--- src/rtl/pwmh_pkg.sv ---
package pwmh_pkg;

   // Output level before the polarity stage.
   typedef enum logic {
      LVL_IDLE = 1'b0,
      LVL_ACT  = 1'b1
   } level_e;

endpackage

--- src/rtl/pwmh_counter.sv ---
module pwmh_counter #(
   parameter int W = 16
) (
   input  logic         clk,
   input  logic         rst_n,
   input  logic         run,
   input  logic         preset,
   input  logic [W-1:0] limit,
   output logic [W-1:0] cnt,
   output logic         at_limit
);

   initial begin
      assert (W >= 2) else $error("pwmh_counter: W must be at least 2");
   end

   assign at_limit = (cnt == limit);

   always_ff @(posedge clk or negedge rst_n) begin
      if (!rst_n)
         cnt <= '0;
      else if (preset)
         cnt <= '0;
      else if (run)
         cnt <= at_limit ? '0 : cnt + W'(1);
   end

   // restart after the period limit
   a_r2_wrap: assert property (@(posedge clk) disable iff (!rst_n)
      run && !preset && at_limit |=> cnt == '0);

   // single step below the limit
   a_r2_step: assert property (@(posedge clk) disable iff (!rst_n)
      run && !preset && !at_limit |=> cnt == $past(cnt) + W'(1));

   // stopped counter holds
   a_r10_hold: assert property (@(posedge clk) disable iff (!rst_n)
      !run && !preset |=> $stable(cnt));

   // preset clears
   a_r11_clear: assert property (@(posedge clk) disable iff (!rst_n)
      preset |=> cnt == '0);

endmodule

--- src/rtl/pwmh_wave.sv ---
module pwmh_wave
   import pwmh_pkg::*;
#(
   parameter int W            = 16,
   parameter bit HALF_STEP_EN = 1'b1
) (
   input  logic         clk,
   input  logic         rst_n,
   input  logic         run,
   input  logic         preset,
   input  logic [W-1:0] cnt,
   input  logic         at_limit,
   input  logic [W-1:0] a_pt,
   input  logic         a_half,
   output logic         on_lvl
);

   level_e on_q;

   always_ff @(posedge clk or negedge rst_n) begin
      if (!rst_n)
         on_q <= LVL_IDLE;
      else if (preset)
         on_q <= LVL_IDLE;
      else if (run) begin
         if (at_limit)
            on_q <= LVL_IDLE;
         else if (cnt == a_pt)
            on_q <= LVL_ACT;
      end
   end

   generate
      if (HALF_STEP_EN) begin : g_half
         level_e fall_q;

         // Copy of the level taken half a clock later.
         always_ff @(negedge clk or negedge rst_n) begin
            if (!rst_n)
               fall_q <= LVL_IDLE;
            else
               fall_q <= on_q;
         end

         assign on_lvl = a_half ? (on_q == LVL_ACT && fall_q == LVL_ACT)
                                : (on_q == LVL_ACT);

         // odd duty value keeps the output idle until the falling edge
         a_r6_late_rise: assert property (@(negedge clk) disable iff (!rst_n)
            a_half && $rose(on_q == LVL_ACT) |-> !on_lvl);
      end else begin : g_full
         logic unused_half;
         assign unused_half = a_half;
         assign on_lvl = (on_q == LVL_ACT);
      end
   endgenerate

   // restart forces idle
   a_r3_off_at_b: assert property (@(posedge clk) disable iff (!rst_n)
      run && !preset && at_limit |=> !on_lvl);

   // duty match turns on
   a_r3_on_at_a: assert property (@(posedge clk) disable iff (!rst_n)
      run && !preset && !at_limit && cnt == a_pt |=> on_q == LVL_ACT);

   // preset forces idle
   a_r11_idle: assert property (@(posedge clk) disable iff (!rst_n)
      preset |=> !on_lvl);

   // stopped level holds
   a_r10_level: assert property (@(posedge clk) disable iff (!rst_n)
      !run && !preset |=> $stable(on_q));

endmodule

--- src/rtl/pwm_half_timer.sv ---
module pwm_half_timer #(
   parameter int W            = 16,
   parameter bit HALF_STEP_EN = 1'b1
) (
   input  logic         clk,
   input  logic         rst_n,
   input  logic         run,
   input  logic         preset,
   input  logic         fine_en,
   input  logic         out_inv,
   input  logic [W-1:0] cmp_a,
   input  logic [W-1:0] cmp_b,
   output logic         tmr_out,
   output logic         match_a,
   output logic         match_b
);

   logic [W-1:0] cnt;
   logic         at_limit;
   logic [W-1:0] a_pt;
   logic         a_half;
   logic         on_lvl;
   logic         live;

   initial begin
      assert (W >= 2) else $error("pwm_half_timer: W must be at least 2");
   end

   generate
      if (HALF_STEP_EN) begin : g_pt_half
         assign a_pt   = fine_en ? {1'b0, cmp_a[W-1:1]} : cmp_a;
         assign a_half = fine_en & cmp_a[0];
      end else begin : g_pt_full
         logic unused_fine;
         assign unused_fine = fine_en;
         assign a_pt   = cmp_a;
         assign a_half = 1'b0;
      end
   endgenerate

   pwmh_counter #(.W(W)) u_cnt (
      .clk      (clk),
      .rst_n    (rst_n),
      .run      (run),
      .preset   (preset),
      .limit    (cmp_b),
      .cnt      (cnt),
      .at_limit (at_limit)
   );

   pwmh_wave #(.W(W), .HALF_STEP_EN(HALF_STEP_EN)) u_wave (
      .clk      (clk),
      .rst_n    (rst_n),
      .run      (run),
      .preset   (preset),
      .cnt      (cnt),
      .at_limit (at_limit),
      .a_pt     (a_pt),
      .a_half   (a_half),
      .on_lvl   (on_lvl)
   );

   assign live    = run & ~preset;
   assign match_a = live & (cnt == a_pt);
   assign match_b = live & at_limit;
   assign tmr_out = on_lvl ^ out_inv;

   // period strobe is followed by a restart
   a_r9_b_restart: assert property (@(posedge clk) disable iff (!rst_n)
      match_b |=> cnt == '0);

   // duty point on the limit never shows the active level after restart
   a_r12_equal_idle: assert property (@(posedge clk) disable iff (!rst_n)
      match_a && match_b |=> tmr_out == out_inv);

endmodule

--- config.mk ---
export PLATFORM = sky130hd
export DESIGN_NAME = pwm_half_timer
export DESIGN_NICKNAME = d
export VERILOG_FILES = /design/src/rtl/pwmh_pkg.sv /design/src/rtl/pwmh_counter.sv /design/src/rtl/pwmh_wave.sv /design/src/rtl/pwm_half_timer.sv
export SDC_FILE = /design/constraint.sdc
export NUM_CORES = 1
export LEC_CHECK = 0
export ABC_AREA = 1
export BUFFER_PORTS_ARGS = -buffer_cell sky130_fd_sc_hd__buf_2
export CORE_UTILIZATION = 37
export CTS_BUF_LIST = sky130_fd_sc_hd__clkbuf_8
export CTS_CLUSTER_SIZE = 12
export DETAILED_ROUTE_END_ITERATION = 6
export GPL_ROUTABILITY_DRIVEN = 0
export PLACE_DENSITY = 0.7
export SLEW_MARGIN = 20
export SYNTH_ARGS = -nofsm -noshare
export SYNTH_HDL_FRONTEND = slang
export SYNTH_HIERARCHICAL = 1
export SYNTH_SLANG_ARGS = --single-unit
--- constraint.sdc ---
create_clock -name clk -period 1.5 [get_ports clk]
set_input_delay 0.3 -clock clk [delete_from_list [all_inputs] [get_ports clk]]
set_output_delay 0.3 -clock clk [all_outputs]
set_load 0.01 [all_outputs]
# [Word-level counts from Yosys, hierarchy flattened]
# Cells that the tools add are included.
[op_classes] addsub=1 n_mul=0 div_mod_pow=0 order_cmp=0 n_eq_ne=2 shift=0 muxes=9 bitwise=6 reduce_logical=4
[op_table] operator="16-bit two-way mux" n=4
[op_table] operator="16-bit == test" n=2
[op_table] operator="16-bit by 1-bit adder with 16-bit output (second input constant)" n=1
[op_table] operator="1-bit two-way mux" n=5
[op_table] operator="1-bit bitwise AND" n=4
[op_table] operator="3-bit nonzero test" n=1
[op_table] operator="2-bit AND reduction" n=1
[op_table] operator="2-bit nonzero test" n=1
[op_table] operator="1-bit logical AND" n=1
[op_table] operator="1-bit NOT" n=1
[op_table] operator="1-bit bitwise XOR" n=1
[totals] register_bits=18 latchBits=0 ramBits=0 mem_bits_ro=0 output_inout_bits=3 memories=0

# [Depth between registers and ports, before layout]
# Gate-level depths: netlist of run 1.
[depth] ltp_word=6 ltp_mapped=12 ltp_nobuf=11

# [Hierarchy]
# The synthesis of run 1 kept the hierarchy.
[by_module_without_submodules] module="pwmh_counter" instances=1 cells_each=205 area_per_inst_um2=1333.8 seq_area_each_um2=400.4
[by_module_without_submodules] module="pwm_half_timer" instances=1 cells_each=150 area_per_inst_um2=638.1 seq_area_each_um2=0.0
[by_module_without_submodules] module="pwmh_wave" instances=1 cells_each=66 area_per_inst_um2=351.6 seq_area_each_um2=50.0

==> summary.txt, run 1 <==
Floorplanning
  • Core area: approximately 0.0060 mm²
  • Full die area: roughly 0.0066 mm²
  • Total I/O pin count: between 40 and 50
  • # rows: 28
  • Starting Density: between 30 and 40%
  • Die Width: slightly above 80 µm
  • Die Ht: a little over 80 µm

Global routing
  • Grt ovf: 0
  • Vias in the first global route: about 2500
  • Total GRT Usage: slightly above 20%
  • First-pass GRT wire length: around 10 mm
  • Antenna violations before repair: 0
  • Largest net degree at the start of global routing: 21

Synth
  • Async SR Flop Fraction: 100%
  • Synth warnings: 6
  • Cells after synthesis: 421
  • Synthesized area: between 0.002 and 0.0025 mm²
  • Synthesized area per cell: 5.52 µm²
  • Top-count cell post-synth: nand2_1
  • Post-synth top cells: nand2_1 (190), inv_1 (70), nor2_1 (30), nand3_1 (22), dfrtp_1 (17)
  • Synth Flop Type: dfrtp_1
  • Post-synthesis sequential area ratio: between 10% and 20%
  • Yosys top cell by area: nand2_1
  • Unique masters post-synth: 31
  • Synth area leaders: nand2_1 (31%), dfrtp_1 (18%), inv_1 (11%)
  • FF+latch count, synth: 18
  • Synth Net Count: 460
  • Synth top area share: 30.7%
  • Number of synthesized flops with an enable pin: 0

Placed design
  • Final HPWL DP: 5.17 mm
  • Placed cells: 587
  • IO buf count: 40
  • Placement-stage cell area: 0.00304 mm²

Power
  • Leak Pwr: approximately 1.8 nW
  • Pwr/cell area: around 440 mW/mm²
  • Peak VDD IR: between 300 and 400 µV

Worst setup path
  • Critical path class: reg2out
  • Worst Path Required: approximately 1.2 ns
  • Worst path cell trace: inv_2 -> a21oi_2 -> xor2_1 -> buf_2
  • RR Endpoint: u_cnt/cnt[9]
  • Worst r2r path cells: 10
  • CP Max Fanout: 1
  • Slowest cell on the critical path: dfrtn_1
  • Crit end category: primary output
  • WP data arrival: 1.88 ns
  • CP delay by family, top: flip-flops
  • R2R setup slack: -0.07 ns
  • CP max stage delay: 0.42 ns
  • Startpoint types: flip-flop
  • WP buf/inv: 2
  • Reg-to-reg startpoint: u_cnt/cnt[14]

Drt
  • Via count: around 2800
  • DR pass1 iterations: 4
  • Wire per inst: 11.3 µm
  • Antenna-violating nets left: 0
  • Top sig layer: met4
  • DRC viols: 0
  • Met2 Wirelength: about 3.4 mm
  • Initial DRC Count: roughly 100
  • Overall routed net length: around 6.8 mm
  • Length of routed met3 wiring: about 300 µm
  • DRT met1 WL: ~3 mm
  • Avg Vias per Cell: about 4.7

Cells and area
  • Area of the multi-input gates: 0.00166 mm²
  • Register Area: between 400 and 500 µm²
  • N_diodes: 0
  • Final instance area: 0.00332 mm²
  • Area growth syn-to-layout: 43.1%
  • Final net count: about 570
  • Fin cells: 600
  • Fraction of layout cells with a size suffix above 1: roughly a third
  • Filler Cells Inserted: ~570

Clock network
  • CTS H-Tree Depth: 1
  • Post-CTS Hold Buffers: 0
  • Number of CTS-inserted buffers: 3
  • Worst-Skew Late Latency: ~0.27 ns
  • Clk buf depth: 2
  • CTS tree: built
  • Clock sink count: 18
  • Clk root buf: clkbuf_8
  • Reg clk slew, reported paths: approximately 0.080 ns

Job
  • Max Cap Viol: 0

STA
  • Setup violations, final: 19
  • Hold Vio Cnt, Final: 0
  • Slew Limit Headroom: 71.6%
  • Slew Viols, Final: 0
  • Hold slack: 0.0341 ns
  • Pin slew with the least headroom to its limit: ~0.42 ns
  • RSZ-0062 raised after global routing: true
  • Fin Clk Skew: about 0.013 ns
  • Total negative slack: -2.27 ns
  • Final setup margin: -0.676 ns

Min path
  • Worst Hold Class: in2async

Run status
  • Status: finished, violations left
  • Violated checks: negative setup slack
==> flip-flops by register name, summed over array words and instances, names as in the netlist <==
name and cells:
u_wave/on_q 1, u_wave/g_half.fall_q 1, u_cnt/cnt 16
==> worst max path at each step <==
stage | startpoint | end | slack (ns) | cells after the start
CTS | u_wave/g_half.fall_q | tmr_out | -0.69 | 4
floorplan | u_wave/g_half.fall_q | tmr_out | -0.30 | 3
finish | u_wave/g_half.fall_q | tmr_out | -0.68 | 4
detailed placement | u_wave/g_half.fall_q | tmr_out | -0.39 | 4
global route | u_wave/g_half.fall_q | tmr_out | -0.73 | 4
global placement | u_wave/g_half.fall_q | tmr_out | -0.36 | 4
==> kinds of logic (layout without fill, tap and decap cells) <==
| logic type | after synthesis | after routing | share of synthesized area (%) |
|---|---|---|---|
| AND/OR/NAND/NOR | 275 | 276 | 51.9 |
| buffers and inverters | 85 | 188 | 14.6 |
| AO/OA/AOI/OAI | 26 | 26 | 7.59 |
| flip-flops | 18 | 18 | 19.4 |
| XOR/XNOR | 16 | 16 | 6.03 |
| adder cells (fa/ha/maj) | 1 | 1 | 0.538 |
==> power by group <==
part	leakage [nW]	switching (mW)	internal, mW
combinational	1.53	0.298	0.255
clock	0.0288	0.179	0.234
sequential	0.236	0.0122	0.497
total	1.79	0.489	0.985
==> stage by stage <==
stage	worst slack [ns]	util, %	power [mW]
global route	-0.734	55.5	1.57
detailed placement	-0.393	50.7	1.01
CTS	-0.688	52.5	1.45
floorplan	-0.302	-	0.800
global placement	-0.359	50.7	1.00
finish	-0.676	55.5	1.47
==> repair_timing <==
action                     4_1_cts  5_1_grt
pin swaps                        4       13
resized for setup               12       29
setup endpoints to repair        6       19
cloned                           0        1
buffers inserted                 1        7
==> cell type report <==
class,count,share of cell area (%)
Tap cell,75,2.82
Sequential cell,18,13.9
Timing Repair Buffer,104,22.7
Clock buffer,4,1.66
Multi-Input combinational cell,319,49.9
Inverter,80,9.03
==> cell usage in the layout, fill, tap and decap left out, drive strengths merged, types with 4 or more instances in the layout <==
cell and n:
a21oi 12, buf 104, clkbuf 4, dfrtp 17, inv 79, nand2 197, nand3 24, nand3b 8
nand4 4, nor2 38, nor3 4, o21ai 12, xnor2 5, xor2 11
==> metal layers <==
metal  up-vias  GRT usage (%)
met4         0           6.43
li1       1477              -
met5         -              0
met1      1255           24.8
met3         8           1.12
met2        62           37.3
No activity file was read; power rests on OpenSTA's default activity.
==> inputs of run 2 (changes only) <==
--- a/config.mk
+++ b/config.mk
@@ -7,12 +7,12 @@
 export LEC_CHECK = 0
 export ABC_AREA = 1
 export BUFFER_PORTS_ARGS = -buffer_cell sky130_fd_sc_hd__buf_2
-export CORE_UTILIZATION = 37
+export CORE_UTILIZATION = 40
 export CTS_BUF_LIST = sky130_fd_sc_hd__clkbuf_8
 export CTS_CLUSTER_SIZE = 12
 export DETAILED_ROUTE_END_ITERATION = 6
 export GPL_ROUTABILITY_DRIVEN = 0
-export PLACE_DENSITY = 0.7
+export PLACE_DENSITY = 0.74
 export SLEW_MARGIN = 20
 export SYNTH_ARGS = -nofsm -noshare
 export SYNTH_HDL_FRONTEND = slang
==> summary.txt, run 2 (synthesized netlist as in run 1, its figures left out) <==
STA
  • Slew Viols, Final: 0 (unchanged)
  • RSZ-0062 raised after global routing: true
  • Total negative slack: -1.56 ns (+0.707 ns)
  • Setup violations, final: 6 (-13)
  • Pin slew with the least headroom to its limit: 0.423 ns (-0.00158 ns)
  • Slew Limit Headroom: 71.7% (+0.11 points)
  • Fin Clk Skew: 0.0156 ns (+0.00210 ns)
  • Final setup margin: -0.661 ns (+0.0158 ns)
  • Hold Vio Cnt, Final: 0 (unchanged)

Global routing
  • Antenna violations before repair: 0 (unchanged)
  • First-pass GRT wire length: 11.0 mm (+6.1%)
  • Largest net degree at the start of global routing: 22 (+4.8%)
  • Vias in the first global route: 2660 (+4.8%)
  • Grt ovf: 0 (unchanged)
  • Total GRT Usage: 22.6% (+2.4 points)

Worst setup path
  • CP max stage delay: 0.38 ns (-0.04 ns)
  • Worst path cell trace: inv_1 -> a21oi_2 -> xor2_1 -> buf_2
  • Critical path class: reg2out
  • Slowest cell on the critical path: dfrtn_1
  • CP Max Fanout: 1 (unchanged)
  • WP data arrival: 1.86 ns (-0.02 ns)
  • Crit end category: primary output
  • Startpoint types: flip-flop
  • Worst Path Required: 1.20 ns (about the same)
  • Worst r2r path cells: 9 (-1)

Cells and area
  • Area growth syn-to-layout: 44.4%
  • Area of the multi-input gates: 0.00171 mm² (+2.7%)
  • Most frequent cells in the layout: nand2_1 (185), inv_1 (67), buf_4 (46), buf_2 (40), nor2_1 (24)
  • Final instance area: 0.00336 mm² (+0.94%)
  • Fin cells: 596 (-0.67%)
  • Biggest regs: u_cnt/cnt (16), u_wave/g_half.fall_q (1), u_wave/on_q (1)
  • Commonest non-fill, non-tap cell in the layout: nand2_1
  • Largest register FFs: 16 (unchanged)
  • Final net count: 564 (-0.18%)
  • Filler Cells Inserted: 541 (-5.7%)
  • Final Util: 60.6% (+5.1 points)
  • N_diodes: 0 (unchanged)
  • Register Area: 460 µm² (unchanged)
  • Fraction of layout cells with a size suffix above 1: 34.5% (+0.83 points)
  • Largest Register: u_cnt/cnt

Clock network
  • CTS tree: built
  • Clk root buf: clkbuf_8
  • Number of CTS-inserted buffers: 3 (unchanged)
  • Post-CTS Hold Buffers: 0 (unchanged)
  • Reg clk slew, reported paths: 0.07 ns (about the same)
  • Clock sink count: 18 (unchanged)
  • Worst-Skew Late Latency: 0.27 ns (about the same)
  • CTS H-Tree Depth: 1 (unchanged)
  • Clk buf depth: 2 (unchanged)

Job
  • Max Cap Viol: 0 (unchanged)

Run status
  • Violated checks: negative setup slack
  • Status: finished, violations left

Placed design
  • IO buf count: 40 (unchanged)
  • Final HPWL DP: 5.04 mm (-2.6%)
  • Placement-stage cell area: 0.00297 mm² (-2.1%)
  • DP Worst Slack: -0.380 ns (+0.0124 ns)
  • Placed cells: 576 (-1.9%)

Power
  • Pwr/cell area: 420 mW/mm² (-5.2%)
  • Leak Pwr: 1.84 nW (+2.8%)
  • Peak VDD IR: 287 µV (-24%)

Drt
  • Wire per inst: 11.9 µm (+5.2%)
  • Antenna-violating nets left: 0 (unchanged)
  • Via count: 2854 (+1.9%)
  • Avg Vias per Cell: 4.79 (+2.5%)
  • DRC viols: 0 (unchanged)
  • Top sig layer: met4
  • Overall routed net length: 7.08 mm (+4.5%)
  • Initial DRC Count: 160 (+58%)
  • DR pass1 iterations: 4 (unchanged)
  • Met2 Wirelength: 3.51 mm (+3.8%)
  • DRT met1 WL: 2.91 mm (-3.2%)
  • Length of routed met3 wiring: 441 µm (+48%)

Floorplanning
  • Starting Density: 41.9% (+3.2 points)
  • Die Ht: 78.2 µm (-3.7%)
  • Die Width: 78.2 µm (-3.7%)
  • # rows: 27 (-3.6%)
  • Core area: 0.00554 mm² (-7.5%)
  • Full die area: 0.00612 mm² (-7.3%)
  • Total I/O pin count: 41 (unchanged)

Min path
  • Worst Hold Class: in2async
==> run 2: critical path: cells and delay by family, from the launching register on <==
kind	cells	cell delay [ns]
buffers and inverters	2	0.19
AO/OA/AOI/OAI	1	0.12
flip-flops	1	0.38
XOR/XNOR	1	0.15
==> run 2: final cells by class <==
type,instances,area share [%]
clock buffer,3,1.23
sequential,18,13.7
tap,72,2.68
timing repair buffer,103,22.5
inverter,80,8.95
clock inverter,1,0.112
multi-input combinational,319,50.8
==> run 2: metrics by stage <==
stage	power, mW	hold slack (ns)
global route	1.51	0.0636
finish	1.41	0.0521
detailed placement	1.00	0.330
global placement	0.983	0.325
CTS	1.40	0.0526
floorplan	0.800	0.00441
==> run 2: final timing paths <==
kind | to | startpoint | slack, ns
worst max-delay path | tmr_out | u_wave/g_half.fall_q | -0.66
worst min-delay path | u_cnt/cnt[2] | rst_n | 0.05
worst max register to register | u_cnt/cnt[12] | u_cnt/cnt[0] | -0.08
worst min register to register | u_wave/on_q | u_wave/on_q | 0.60
max in group asynchronous | u_wave/g_half.fall_q | rst_n | 0.91
min in group clk | u_wave/on_q | preset | 0.48
==> run 2: power breakdown <==
part / total [mW] / internal (mW) / switching [mW] / leakage, nW
logic: 0.551 / 0.243 / 0.308 / 1.58
registers: 0.507 / 0.497 / 0.00984 / 0.236
clock network: 0.352 / 0.182 / 0.170 / 0.0269
total: 1.41 / 0.921 / 0.488 / 1.84
==> run 2: what timing repair did <==
action                                  in CTS  in global routing
buffers inserted                            10                  8
cloned                                       0                  1
endpoints found under the setup margin       8                 20
pin swaps                                   25                 22
gates resized for setup                     29                 26
==> run 2: routing by layer <==
metal / vias to the layer above / track usage, %
li1: 1470 / -
met1: 1262 / 26.7
met2: 100 / 41.6
met3: 22 / 2.09
met4: 0 / 8.89
met5: - / 0
==> inputs of run 3 (changes only) <==
--- a/config.mk
+++ b/config.mk
@@ -18,3 +18,4 @@
 export SYNTH_HDL_FRONTEND = slang
 export SYNTH_HIERARCHICAL = 1
 export SYNTH_SLANG_ARGS = --single-unit
+export TNS_END_PERCENT = 5
==> summary.txt, run 3 (synthesized netlist as in run 1, its figures left out) <==
STA
  • Final setup margin: -0.630 ns (+0.0302 ns)
  • Total negative slack: -1.36 ns (+0.205 ns)
  • Slew Viols, Final: 0 (unchanged)
  • Pin slew with the least headroom to its limit: 0.264 ns (-0.159 ns)
  • RSZ-0062 raised after global routing: true
  • Hold Vio Cnt, Final: 0 (unchanged)
  • Setup violations, final: 3 (-3)
  • Fin Clk Skew: 0.0145 ns (-0.00104 ns)
  • Slew Limit Headroom: 82.2% (+11 points)

Global routing
  • Antenna violations before repair: 0 (unchanged)
  • Grt ovf: 0 (unchanged)
  • Total GRT Usage: 21.6% (-1.0 points)
  • Vias in the first global route: 2501 (-6.0%)
  • First-pass GRT wire length: 10.6 mm (-4.1%)
  • Largest net degree at the start of global routing: 21 (-4.5%)

Floorplanning
  • Starting Density: 41.9% (unchanged)
  • Total I/O pin count: 41 (unchanged)
  • Core area: 0.00554 mm² (unchanged)
  • Die Ht: 78.2 µm (unchanged)
  • Die Width: 78.2 µm (unchanged)
  • # rows: 27 (unchanged)
  • Full die area: 0.00612 mm² (unchanged)

Clock network
  • Reg clk slew, reported paths: 0.07 ns (about the same)
  • Clk root buf: clkbuf_8
  • Post-CTS Hold Buffers: 0 (unchanged)
  • Number of CTS-inserted buffers: 3 (unchanged)
  • Clock sink count: 18 (unchanged)
  • CTS tree: built
  • Post-CTS setup buffer count: 0 (-10)
  • Clk buf depth: 2 (unchanged)
  • CTS H-Tree Depth: 1 (unchanged)
  • Worst-Skew Late Latency: 0.27 ns (about the same)

Worst setup path
  • Crit end category: primary output
  • Worst Path Required: 1.20 ns (about the same)
  • Worst path cell trace: inv_1 -> a21oi_2 -> xor2_1 -> buf_2
  • CP max stage delay: 0.38 ns (about the same)
  • Critical path class: reg2out
  • Startpoint types: flip-flop
  • WP data arrival: 1.83 ns (-0.03 ns)
  • Slowest cell on the critical path: dfrtn_1
  • Worst r2r path cells: 8 (-1)
  • CP Max Fanout: 1 (unchanged)

Drt
  • DR pass1 iterations: 4 (unchanged)
  • Overall routed net length: 6.35 mm (-10%)
  • DRT met1 WL: 2.89 mm (-0.69%)
  • Via count: 2728 (-4.4%)
  • Antenna-violating nets left: 0 (unchanged)
  • Initial DRC Count: 100 (-38%)
  • Avg Vias per Cell: 4.70 (-1.9%)
  • Met2 Wirelength: 3.17 mm (-9.6%)
  • Length of routed met3 wiring: 241 µm (-45%)
  • Top sig layer: met4
  • DRC viols: 0 (unchanged)
  • Wire per inst: 10.9 µm (-8.0%)

Cells and area
  • Area of the multi-input gates: 0.00157 mm² (-7.8%)
  • Final Util: 55.2% (-5.3 points)
  • Final net count: 549 (-2.7%)
  • Filler Cells Inserted: 570 (+5.4%)
  • Most frequent cells in the layout: nand2_1 (190), inv_1 (69), buf_4 (45), buf_2 (40), nor2_1 (26)
  • Fraction of layout cells with a size suffix above 1: 27.7% (-6.8 points)
  • N_diodes: 0 (unchanged)
  • Biggest regs: u_cnt/cnt (16), u_wave/g_half.fall_q (1), u_wave/on_q (1)
  • Largest register FFs: 16 (unchanged)
  • Commonest non-fill, non-tap cell in the layout: nand2_1
  • Largest Register: u_cnt/cnt
  • Area growth syn-to-layout: 31.7%
  • Final instance area: 0.00306 mm² (-8.8%)
  • Register Area: 450 µm² (-2.2%)

Run status
  • Status: finished, violations left
  • Violated checks: negative setup slack

Power
  • Pwr/cell area: 460 mW/mm² (+9.5%)
  • Total power: 1.41 mW (-0.14%)
  • Leak Pwr: 1.69 nW (-8.4%)
  • Peak VDD IR: 318 µV (+11%)

Job
  • Max Cap Viol: 0 (unchanged)

Placed design
  • DP Worst Slack: -0.347 ns (+0.0331 ns)
  • IO buf count: 40 (unchanged)
  • Placement-stage cell area: 0.00296 mm² (-0.46%)
  • Final HPWL DP: 5.12 mm (+1.5%)

Min path
  • Worst Hold Class: in2async
run 3: worst paths after layout:
check                                     start                   end  slack, ns
setup / recovery           u_wave/g_half.fall_q               tmr_out      -0.63
hold / removal                            rst_n          u_cnt/cnt[3]       0.04
setup reg to reg                   u_cnt/cnt[0]         u_cnt/cnt[12]       0.01
hold reg to reg                     u_wave/on_q           u_wave/on_q       0.58
max in group asynchronous                 rst_n  u_wave/g_half.fall_q       0.91
min in group clk                         preset           u_wave/on_q       0.43
run 3: area by class of cell:
class                           count  share of cell area (%)
Timing Repair Buffer               89                    19.3
Clock buffer                        4                    1.80
Multi-Input combinational cell    318                    51.4
Tap cell                           72                    2.94
Inverter                           80                    9.81
Sequential cell                    18                    14.7
run 3: report_power, final:
part	switching, mW	internal (mW)	total [mW]
logic	0.279	0.218	0.496
clock network	0.173	0.233	0.407
registers	0.00909	0.496	0.505
total	0.461	0.947	1.41
run 3: metal layers:
metal,up-vias,GRT usage (%)
met5,-,0
met2,66,39.7
met4,0,6.11
met3,8,1.40
li1,1437,-
met1,1217,26.8
run 3: stage by stage:
step	cells	hold slack (ns)
6_report	581	0.0421
5_1_grt	581	0.0522
4_1_cts	581	0.0485
3_5_place_dp	577	0.331
3_3_place_gp	577	0.322
2_1_floorplan	421	0.00441
run 3: repair_timing:
action	in CTS	in global routing
pin swaps	5	1
gates resized for setup	7	6
hold endpoints to repair	0	0
endpoints found under the setup margin	8	17
run 3: worst max-delay path: cells and delay by family, from the launching register on:
family                    cells  cell delay [ns]
DFF                           1             0.38
AOI/OAI and AO/OA             1             0.11
xor gates and xnor gates      1             0.14
buffers and inverters         2             0.18
